`config.mk`:
```
export PLATFORM = sky130hd
export DESIGN_NAME = addr_cam_filter
export DESIGN_NICKNAME = d
export VERILOG_FILES = /design/src/rtl/cam_pkg.sv /design/src/rtl/cam_loader.sv /design/src/rtl/cam_store.sv /design/src/rtl/cam_match.sv /design/src/rtl/addr_cam_filter.sv
export SDC_FILE = /design/constraint.sdc
export NUM_CORES = 2
export LEC_CHECK = 0
export ABC_CLOCK_PERIOD_IN_PS = 4600
export BUFFER_PORTS_ARGS = -buffer_cell sky130_fd_sc_hd__buf_4
export CORE_MARGIN = 2
export CORE_UTILIZATION = 30
export DETAILED_ROUTE_END_ITERATION = 12
export PLACE_DENSITY = 0.56
export SLEW_MARGIN = 30
export SYNTH_ARGS = -nofsm -noshare
export SYNTH_HDL_FRONTEND = slang
export SYNTH_SLANG_ARGS = --single-unit
```
`constraint.sdc`:
```
create_clock -name clk -period 4.6 [get_ports clk]
set_clock_uncertainty 0.2 [all_clocks]
set_input_delay 0.23 -clock clk [delete_from_list [all_inputs] [get_ports clk]]
set_output_delay 0.23 -clock clk [all_outputs]
set_load 0.01 [all_outputs]
```
`src/rtl/cam_pkg.sv`:
```
package cam_pkg;
  localparam int WORD_W    = 16;
  localparam int ADDR_W    = 48;
  localparam int WORDS_ENT = ADDR_W / WORD_W;

  typedef logic [WORD_W-1:0] word_t;

  typedef enum logic [1:0] {
    LD_IDLE = 2'd0,
    LD_REQ  = 2'd1,
    LD_RSP  = 2'd2
  } ld_state_e;
endpackage

```
`src/rtl/cam_loader.sv`:
```
module cam_loader
  import cam_pkg::*;
#(
  parameter int PTR_W = 32,
  parameter int CNT_W = 5,
  parameter int IDX_W = 4
) (
  input  logic             clk,
  input  logic             rst_n,
  input  logic             start,
  input  logic [PTR_W-1:0] start_ptr,
  input  logic [CNT_W-1:0] start_cnt,
  input  logic             start_wide,
  output logic             active,
  output logic             done,
  output logic             req_valid,
  input  logic             req_ready,
  output logic [PTR_W-1:0] req_addr,
  input  logic             rsp_valid,
  output logic             rsp_ready,
  input  logic [IDX_W-1:0] rsp_idx,
  output logic             wr_en,
  output logic [IDX_W-1:0] wr_idx,
  output logic [1:0]       wr_sel,
  output logic             mask_we
);
  ld_state_e        state;
  logic [PTR_W-1:0] ptr;
  logic [CNT_W-1:0] cnt;
  logic [1:0]       wsel;
  logic             mask_ph;
  logic             wide_q;
  logic [IDX_W-1:0] idx_q;
  logic [PTR_W-1:0] offs;
  logic [PTR_W-1:0] stride;
  logic             take;

  assign offs      = wide_q ? PTR_W'({wsel, 2'b00}) : PTR_W'({wsel, 1'b0});
  assign stride    = wide_q ? PTR_W'(16) : PTR_W'(8);
  assign req_addr  = ptr + offs;
  assign req_valid = (state == LD_REQ);
  assign rsp_ready = (state == LD_RSP);
  assign active    = (state != LD_IDLE);
  assign take      = (state == LD_RSP) && rsp_valid;

  assign wr_en   = take && !mask_ph && (wsel != 2'd0);
  assign wr_idx  = idx_q;
  assign wr_sel  = wsel - 2'd1;
  assign mask_we = take && mask_ph;

  always_ff @(posedge clk) begin
    if (!rst_n) begin
      state   <= LD_IDLE;
      ptr     <= '0;
      cnt     <= '0;
      wsel    <= '0;
      mask_ph <= 1'b0;
      wide_q  <= 1'b0;
      idx_q   <= '0;
      done    <= 1'b0;
    end else begin
      done <= 1'b0;
      unique case (state)
        LD_IDLE: begin
          if (start) begin
            ptr     <= start_ptr;
            cnt     <= start_cnt;
            wide_q  <= start_wide;
            wsel    <= '0;
            mask_ph <= (start_cnt == '0);
            state   <= LD_REQ;
          end
        end
        LD_REQ: begin
          if (req_ready) state <= LD_RSP;
        end
        LD_RSP: begin
          if (rsp_valid) begin
            if (mask_ph) begin
              state <= LD_IDLE;
              done  <= 1'b1;
            end else begin
              if (wsel == 2'd0) idx_q <= rsp_idx;
              if (wsel == 2'd3) begin
                wsel    <= '0;
                ptr     <= ptr + stride;
                cnt     <= cnt - 1'b1;
                mask_ph <= (cnt == CNT_W'(1));
              end else begin
                wsel <= wsel + 2'd1;
              end
              state <= LD_REQ;
            end
          end
        end
        default: state <= LD_IDLE;
      endcase
    end
  end
endmodule

```
`src/rtl/cam_store.sv`:
```
module cam_store
  import cam_pkg::*;
#(
  parameter int ENTRIES = 16,
  parameter int IDX_W   = 4
) (
  input  logic                            clk,
  input  logic                            rst_n,
  input  logic                            wr_en,
  input  logic [IDX_W-1:0]                wr_idx,
  input  logic [1:0]                      wr_sel,
  input  word_t                           wr_data,
  input  logic                            mask_we,
  output logic [ENTRIES-1:0][ADDR_W-1:0]  entries,
  output logic [ENTRIES-1:0]              enables
);
  for (genvar e = 0; e < ENTRIES; e++) begin : g_ent
    always_ff @(posedge clk) begin
      if (!rst_n) begin
        entries[e] <= '0;
      end else if (wr_en && (wr_idx == IDX_W'(e))) begin
        unique case (wr_sel)
          2'd0:    entries[e][47:32] <= wr_data;
          2'd1:    entries[e][31:16] <= wr_data;
          default: entries[e][15:0]  <= wr_data;
        endcase
      end
    end
  end

  always_ff @(posedge clk) begin
    if (!rst_n)       enables <= '0;
    else if (mask_we) enables <= wr_data[ENTRIES-1:0];
  end
endmodule

```
`src/rtl/cam_match.sv`:
```
module cam_match
  import cam_pkg::*;
#(
  parameter int ENTRIES = 16,
  parameter int IDX_W   = 4
) (
  input  logic [ENTRIES-1:0][ADDR_W-1:0] entries,
  input  logic [ENTRIES-1:0]             enables,
  input  logic                           bcast_en,
  input  logic                           cmp_valid,
  input  logic [ADDR_W-1:0]              cmp_addr,
  output logic                           cmp_hit,
  output logic                           cmp_bcast,
  output logic [IDX_W-1:0]               cmp_idx,
  output logic                           cmp_reject
);
  logic [ENTRIES-1:0] eq;
  logic [IDX_W-1:0]   low_idx;
  logic               bc_hit;
  logic               tbl_hit;

  for (genvar e = 0; e < ENTRIES; e++) begin : g_cmp
    assign eq[e] = enables[e] && (entries[e] == cmp_addr);
  end

  always_comb begin
    low_idx = '0;
    for (int i = ENTRIES - 1; i >= 0; i--) begin
      if (eq[i]) low_idx = IDX_W'(i);
    end
  end

  assign bc_hit     = bcast_en && (&cmp_addr);
  assign tbl_hit    = |eq;
  assign cmp_hit    = cmp_valid && (bc_hit || tbl_hit);
  assign cmp_bcast  = cmp_valid && bc_hit;
  assign cmp_reject = cmp_valid && !(bc_hit || tbl_hit);
  assign cmp_idx    = (cmp_valid && !bc_hit && tbl_hit) ? low_idx : '0;
endmodule

```
`src/rtl/addr_cam_filter.sv`:
```
module addr_cam_filter
  import cam_pkg::*;
#(
  parameter int ENTRIES = 16,
  parameter int PTR_W   = 32,
  parameter int CNT_W   = 5,
  localparam int IDX_W  = $clog2(ENTRIES)
) (
  input  logic              clk,
  input  logic              rst_n,
  input  logic              load_start,
  input  logic [PTR_W-1:0]  load_ptr,
  input  logic [CNT_W-1:0]  load_cnt,
  input  logic              wide_mode,
  output logic              load_active,
  output logic              load_done,
  output logic              rd_req_valid,
  input  logic              rd_req_ready,
  output logic [PTR_W-1:0]  rd_req_addr,
  input  logic              rd_rsp_valid,
  output logic              rd_rsp_ready,
  input  logic [WORD_W-1:0] rd_rsp_data,
  input  logic              bcast_en,
  input  logic              cmp_valid,
  input  logic [ADDR_W-1:0] cmp_addr,
  output logic              cmp_hit,
  output logic              cmp_bcast,
  output logic [IDX_W-1:0]  cmp_idx,
  output logic              cmp_reject
);
  logic                           wr_en;
  logic [IDX_W-1:0]               wr_idx;
  logic [1:0]                     wr_sel;
  logic                           mask_we;
  logic [ENTRIES-1:0][ADDR_W-1:0] entries;
  logic [ENTRIES-1:0]             enables;

  cam_loader #(.PTR_W(PTR_W), .CNT_W(CNT_W), .IDX_W(IDX_W)) u_loader (
    .clk        (clk),
    .rst_n      (rst_n),
    .start      (load_start),
    .start_ptr  (load_ptr),
    .start_cnt  (load_cnt),
    .start_wide (wide_mode),
    .active     (load_active),
    .done       (load_done),
    .req_valid  (rd_req_valid),
    .req_ready  (rd_req_ready),
    .req_addr   (rd_req_addr),
    .rsp_valid  (rd_rsp_valid),
    .rsp_ready  (rd_rsp_ready),
    .rsp_idx    (rd_rsp_data[IDX_W-1:0]),
    .wr_en      (wr_en),
    .wr_idx     (wr_idx),
    .wr_sel     (wr_sel),
    .mask_we    (mask_we)
  );

  cam_store #(.ENTRIES(ENTRIES), .IDX_W(IDX_W)) u_store (
    .clk     (clk),
    .rst_n   (rst_n),
    .wr_en   (wr_en),
    .wr_idx  (wr_idx),
    .wr_sel  (wr_sel),
    .wr_data (rd_rsp_data),
    .mask_we (mask_we),
    .entries (entries),
    .enables (enables)
  );

  cam_match #(.ENTRIES(ENTRIES), .IDX_W(IDX_W)) u_match (
    .entries    (entries),
    .enables    (enables),
    .bcast_en   (bcast_en),
    .cmp_valid  (cmp_valid),
    .cmp_addr   (cmp_addr),
    .cmp_hit    (cmp_hit),
    .cmp_bcast  (cmp_bcast),
    .cmp_idx    (cmp_idx),
    .cmp_reject (cmp_reject)
  );
endmodule

```
Word-level counts from Yosys, hierarchy flattened
Index checks and enable logic that the tools add are counted.

operators by class
  $add $sub $neg = 5
  equal/unequal tests = 41
  mux-type cells = 45
  bitwise gates (word level) = 2
  reduce and logical (&&, ||, !) cells = 112

operators by type and width
  kind                number
  $eq 48x48->1        16
  $mux 32             4
  $reduce_and 2->1    49
  $mux 4              18
  $add 32x32->32      2
  $pmux 32 s2         1
  $reduce_and 48->1   1
  $logic_and 1x1->1   42
  $eq 4x4->1 const B  8
  $mux 5              5
  $eq 4x3->1 const B  4
  $reduce_or 16->1    1
  $mux 2              7
  $pmux 5 s2          1
  $reduce_and 3->1    3
  $eq 4x2->1 const B  2
  $reduce_and 4->1    2
  $logic_not 2->1     3
  $mux 1              6
  $ne 2x2->1 const B  3
  $pmux 2 s3          1
  $reduce_bool 2->1   3
  $eq 5x1->1 const B  1
  $logic_not 5->1     1
  other kinds (15)    21

word-level totals
  register bits after elaboration = 832
  input port bits = 109
  logic and storage cells = 262

Logic depth before layout (Yosys ltp)
  depth after elaboration = 19
  mapped depth = 13

By module
Synthesis repeated with hierarchy kept, for this count alone.

second synthesis, totals
  cells, all modules = 4411
  area total of the unflattened synthesis = 41598.6 sq um

modules (own cells, without submodules)
  module      times used  cells each  area an instance (sq um)
  cam_store   1           2678        28626.2
  cam_match   1           1263        9431.5
  cam_loader  1           470         3540.9

Worst setup path after synthesis
OpenSTA, ideal clock, no wires.

  path type = reg2out
  from = reg u_loader.wide_q
  to = out rd_req_addr[30]
  arrival = 2.690 ns
  slack = 1.480 ns
  cell stages (with the launch flop) = 12
  path through = dfxtp_1 > inv_1 > a21boi_0 > inv_1 > ha_1 > a21o_1 > a21oi_1 > or3_1 > clkbuf_1 > nor4_1 > nand3_1 > xnor2_1

on the way
  word-level cells in the longest chain between the ends = 2

ends and longest elaborated chain
  item                    RTL line               text
  start, declared         cam_loader.sv:32       logic wide_q;
  start signal, assigned  cam_loader.sv:68       wide_q <= start_wide;
  $mux 4                  cam_loader.sv:38       assign offs = wide_q ? PTR_W'({wsel, 2'b00}) : PTR_W'({wsel, 1'b0});
  $add 32x32->32          cam_loader.sv:40       assign req_addr = ptr + offs;
  end, declared           addr_cam_filter.sv:19  output logic [PTR_W-1:0] rd_req_addr,

Every way passes these cells.

Final worst setup path
  from = reg u_store.entries[692] (netlist bit)
  to = out cmp_idx[0]

on the way
  word-level cells in the longest chain between the ends = 18

ends and longest elaborated chain
  item                             RTL line               text
  start, declared                  cam_store.sv:14        output logic [ENTRIES-1:0][ADDR_W-1:0] entries,
  start signal, assigned by index  cam_store.sv:23        2'd0: entries[e][47:32] <= wr_data;
  start signal, assigned by index  cam_store.sv:24        2'd1: entries[e][31:16] <= wr_data;
  start signal, assigned by index  cam_store.sv:25        default: entries[e][15:0] <= wr_data;
  $eq 48x48->1 (*)                 cam_match.sv:23        assign eq[e] = enables[e] && (entries[e] == cmp_addr);
  $logic_and 1x1->1 (*)            cam_match.sv:23
  $mux 4 (15 in a row)             cam_match.sv:29        if (eq[i]) low_idx = IDX_W'(i);
  $mux 4 (*)                       cam_match.sv:38        assign cmp_idx = (cmp_valid && !bc_hit && tbl_hit) ? low_idx : '0;
  end, declared                    addr_cam_filter.sv:28  output logic [IDX_W-1:0] cmp_idx,

Every way passes the cells marked *; elsewhere a longest branch is shown, timed or not.

==> results.sh <==
export IMPL_clk_latency_ps=680
export IMPL_ys_async_sr_fraction=0
export IMPL_wire_per_inst_um=25.1
export IMPL_portBuffers=151
export IMPL_fin_crit_ps=4460
export IMPL_start_util=0.302
export IMPL_grt_max_degree=159
export IMPL_required_ps=4170
export IMPL_syn_nets=5446
export IMPL_grt_overflow=0
export IMPL_seq_power_share=0.445
export IMPL_place_inst=6979
export IMPL_synth_cells=5324
export IMPL_pin_count=152
export IMPL_irDropWorstVdd_v=0.000302
export IMPL_tightest_slew_ps=1120
export IMPL_hold_viol=0
export IMPL_ys_types=69
export IMPL_final_cells=7206
export IMPL_synthAdderAreaFrac=0.00417
export IMPL_p_total_w=0.0164
export IMPL_totalWireLength_um=181000
export IMPL_seq_area_frac_synth=0.390
export IMPL_synthSimpleGateAreaFrac=0.228
export IMPL_clk_pin_slew_worst_paths_ps=60
export IMPL_clockBufferDepth=3
export IMPL_tns_ps=0
export IMPL_synth_area_mux_share=0.000704
export IMPL_p_per_area_nw_per_um2=336
export IMPL_grt_pass1_wl_um=259000
export IMPL_die_height_um=381
export IMPL_synth_top_family_by_area="simple AND/OR/NAND/NOR gates"
export IMPL_drt_iter0_drc=4588
export IMPL_clkSinkCount=832
export IMPL_rows=138
export IMPL_grt_pass1_vias=36300
export IMPL_yosysMostFrequentCell="nand2_1"
export IMPL_p_leak_nw=16.2
export IMPL_post_dp_hpwl_um=107000
export IMPL_ys_ff_latch=832
export IMPL_ctsHtreeMaxLevel=3
export IMPL_fin_nets=5369
export IMPL_final_util=0.345
export IMPL_drive_gt1_frac=0.0854
export IMPL_cts_made_buffers=91
export IMPL_slew_violations=0
export IMPL_synth_top_area_cell="dfxtp_1"
export IMPL_synthFlopType="dfxtp_1"
export IMPL_place_congestion=0.912
export IMPL_firstDrtPassIters=6
export IMPL_drtAntennaViolNets=0
export IMPL_dr_total_vias=39200
export IMPL_worstPathArrival_ps=4030
export IMPL_rsz0062_at_grt="no"
export IMPL_p_comb_frac=0.098
export IMPL_max_freq_ghz=0.224
export IMPL_switchingPower_w=0.00442
export IMPL_cp_end_kind="primary output"
export IMPL_drc_errors=0
export IMPL_yosysWarnings=0
export IMPL_synth_common_cells="nand2_1 (1284), dfxtp_1 (832), a21boi_0 (756), nand3_1 (418), xor2_1 (388)"
export IMPL_status="completed"
export IMPL_dieArea_um2=145000
export IMPL_crit_fanout=2
export IMPL_internal_power_w=0.0120
export IMPL_path_class="reg2out"
export IMPL_antenna_found_initial=2
export IMPL_cts_tree="yes"
export IMPL_min_period_over_period=0.969
export IMPL_die_w_um=381
export IMPL_worst_hold_slack_ps=244
export IMPL_cts_root_buf="clkbuf_16"
export IMPL_syn_to_final_growth_pct=14.5
export IMPL_synth_enable_flop_cells=0
export IMPL_grt_usage=0.240
export IMPL_yosys_top_cells_area="dfxtp_1 (39%), a21boi_0 (13%), nand2_1 (11%)"
export IMPL_synth_compound_area_share=0.173
export IMPL_clkPwrFrac=0.457
export IMPL_synth_xor_area_share=0.149
export IMPL_slew_headroom=0.250
export IMPL_syn_cell_area_um2=42700
export IMPL_maxCapViolCount=0
export IMPL_yosysTopAreaCellShare=0.390
export IMPL_finalSetupViolations=0
export IMPL_syn_mean_instance_area_um2=8.01
export IMPL_via_per_inst=5.44
export IMPL_worstHoldPathType="in2reg"
export IMPL_startpoint_type="register"
export IMPL_fp_coreArea_um2=141000
export IMPL_switching_share=0.269
worst paths after layout:
check,from,endpoint,slack (ps),cells after the start
worst max register to register,u_loader.wsel[0],u_store.entries[120],820,8
worst min register to register,u_store.entries[310],u_store.entries[310],260,2
worst max-delay path,u_store.entries[692],cmp_idx[0],140,10
worst min-delay path,load_ptr[31],u_loader.ptr[31],240,4
layout make-up:
| type | count | area [µm²] |
|---|---|---|
| antenna | 2 | 5.00 |
| clock buffer | 132 | 2600 |
| clock inverter | 28 | 354 |
| fill | 14600 | 92600 |
| inverter | 77 | 292 |
| multi-input combinational | 3919 | 23800 |
| sequential | 832 | 16700 |
| tap | 1890 | 2360 |
| timing repair buffer | 326 | 2770 |
registers in the layout, summed over array words and instances (netlist names):
signal	flops
u_loader.wide_q	1
u_loader.done	1
u_loader.state	2
u_loader.cnt	5
u_loader.wsel	2
u_store.entries	768
u_loader.ptr	32
u_loader.wr_idx	4
u_store.enables	16
u_loader.mask_ph	1
worst max-delay path, stage by stage (launching register included):
cell	delay, ps
dfxtp_1	360
xnor2_1	340
nand4_1	130
or4_1	500
nor4_2	470
o31ai_1	220
a21oi_1	180
o21ai_1	130
a2111oi_1	640
a2111oi_2	170
buf_4	190
layer usage:
layer  vias to the layer above  share of wire  track usage
li1                      17600              -            -
met1                     19100           0.43        0.332
met2                      2056           0.43        0.361
met3                       436           0.10       0.0492
met4                         0          0.047       0.0954
met5                         -              0            0
power by group through the flow:
| stage | registers [W] | logic [W] | clock network [W] |
|---|---|---|---|
| after floorplan | 0.00742 | 0.000853 | 0 |
| after global placement | 0.00745 | 0.00149 | 0 |
| after detailed placement | 0.00745 | 0.00150 | 0 |
| after CTS | 0.00729 | 0.00155 | 0.00756 |
| after global routing | 0.00730 | 0.00163 | 0.00786 |
| final | 0.00730 | 0.00161 | 0.00749 |
cells in the final DEF, fill, tap and decap left out, drive strengths merged, types with 6 or more instances in the layout:
cell,instances
o221a,6
o221ai,7
clkinv,19
a221oi,10
a21oi,45
and3,7
inv,80
nand2,1284
nor2,83
dfxtp,832
or3,15
dlygate4sd3,63
buf,263
nand2b,10
and2,24
xnor2,336
a21boi,790
a22oi,7
o2bb2ai,7
ha,11
xor2,388
or4,8
o21ai,56
nand4,128
nand3,418
nor3,51
a222oi,6
nor2b,17
a2111oi,12
o22ai,26
clkbuf,132
nor4,115
cell families after synthesis:
| group | count (synthesis) |
|---|---|
| AND/OR/NAND/NOR | 2176 |
| buffers and inverters | 573 |
| AO/OA/AOI/OAI | 1003 |
| flip-flops | 832 |
| adder cells (fa/ha/maj) | 13 |
| XOR/XNOR | 724 |
| multiplexers | 3 |
per-stage QoR:
step,cell area [µm²],setup WS [ps]
3_5_place_dp,45200,601
2_1_floorplan,42700,1480
3_3_place_gp,45100,606
5_1_grt,48800,49.8
6_report,48800,142
4_1_cts,48800,136
what timing repair did:
item	CTS	global route
setup buffers	0	0
hold buffers	63	0
endpoints found under the setup margin	0	5
hold endpoints to repair	696	0
gates resized for setup	0	2
Note: power is estimated with default switching activity, not from simulation.
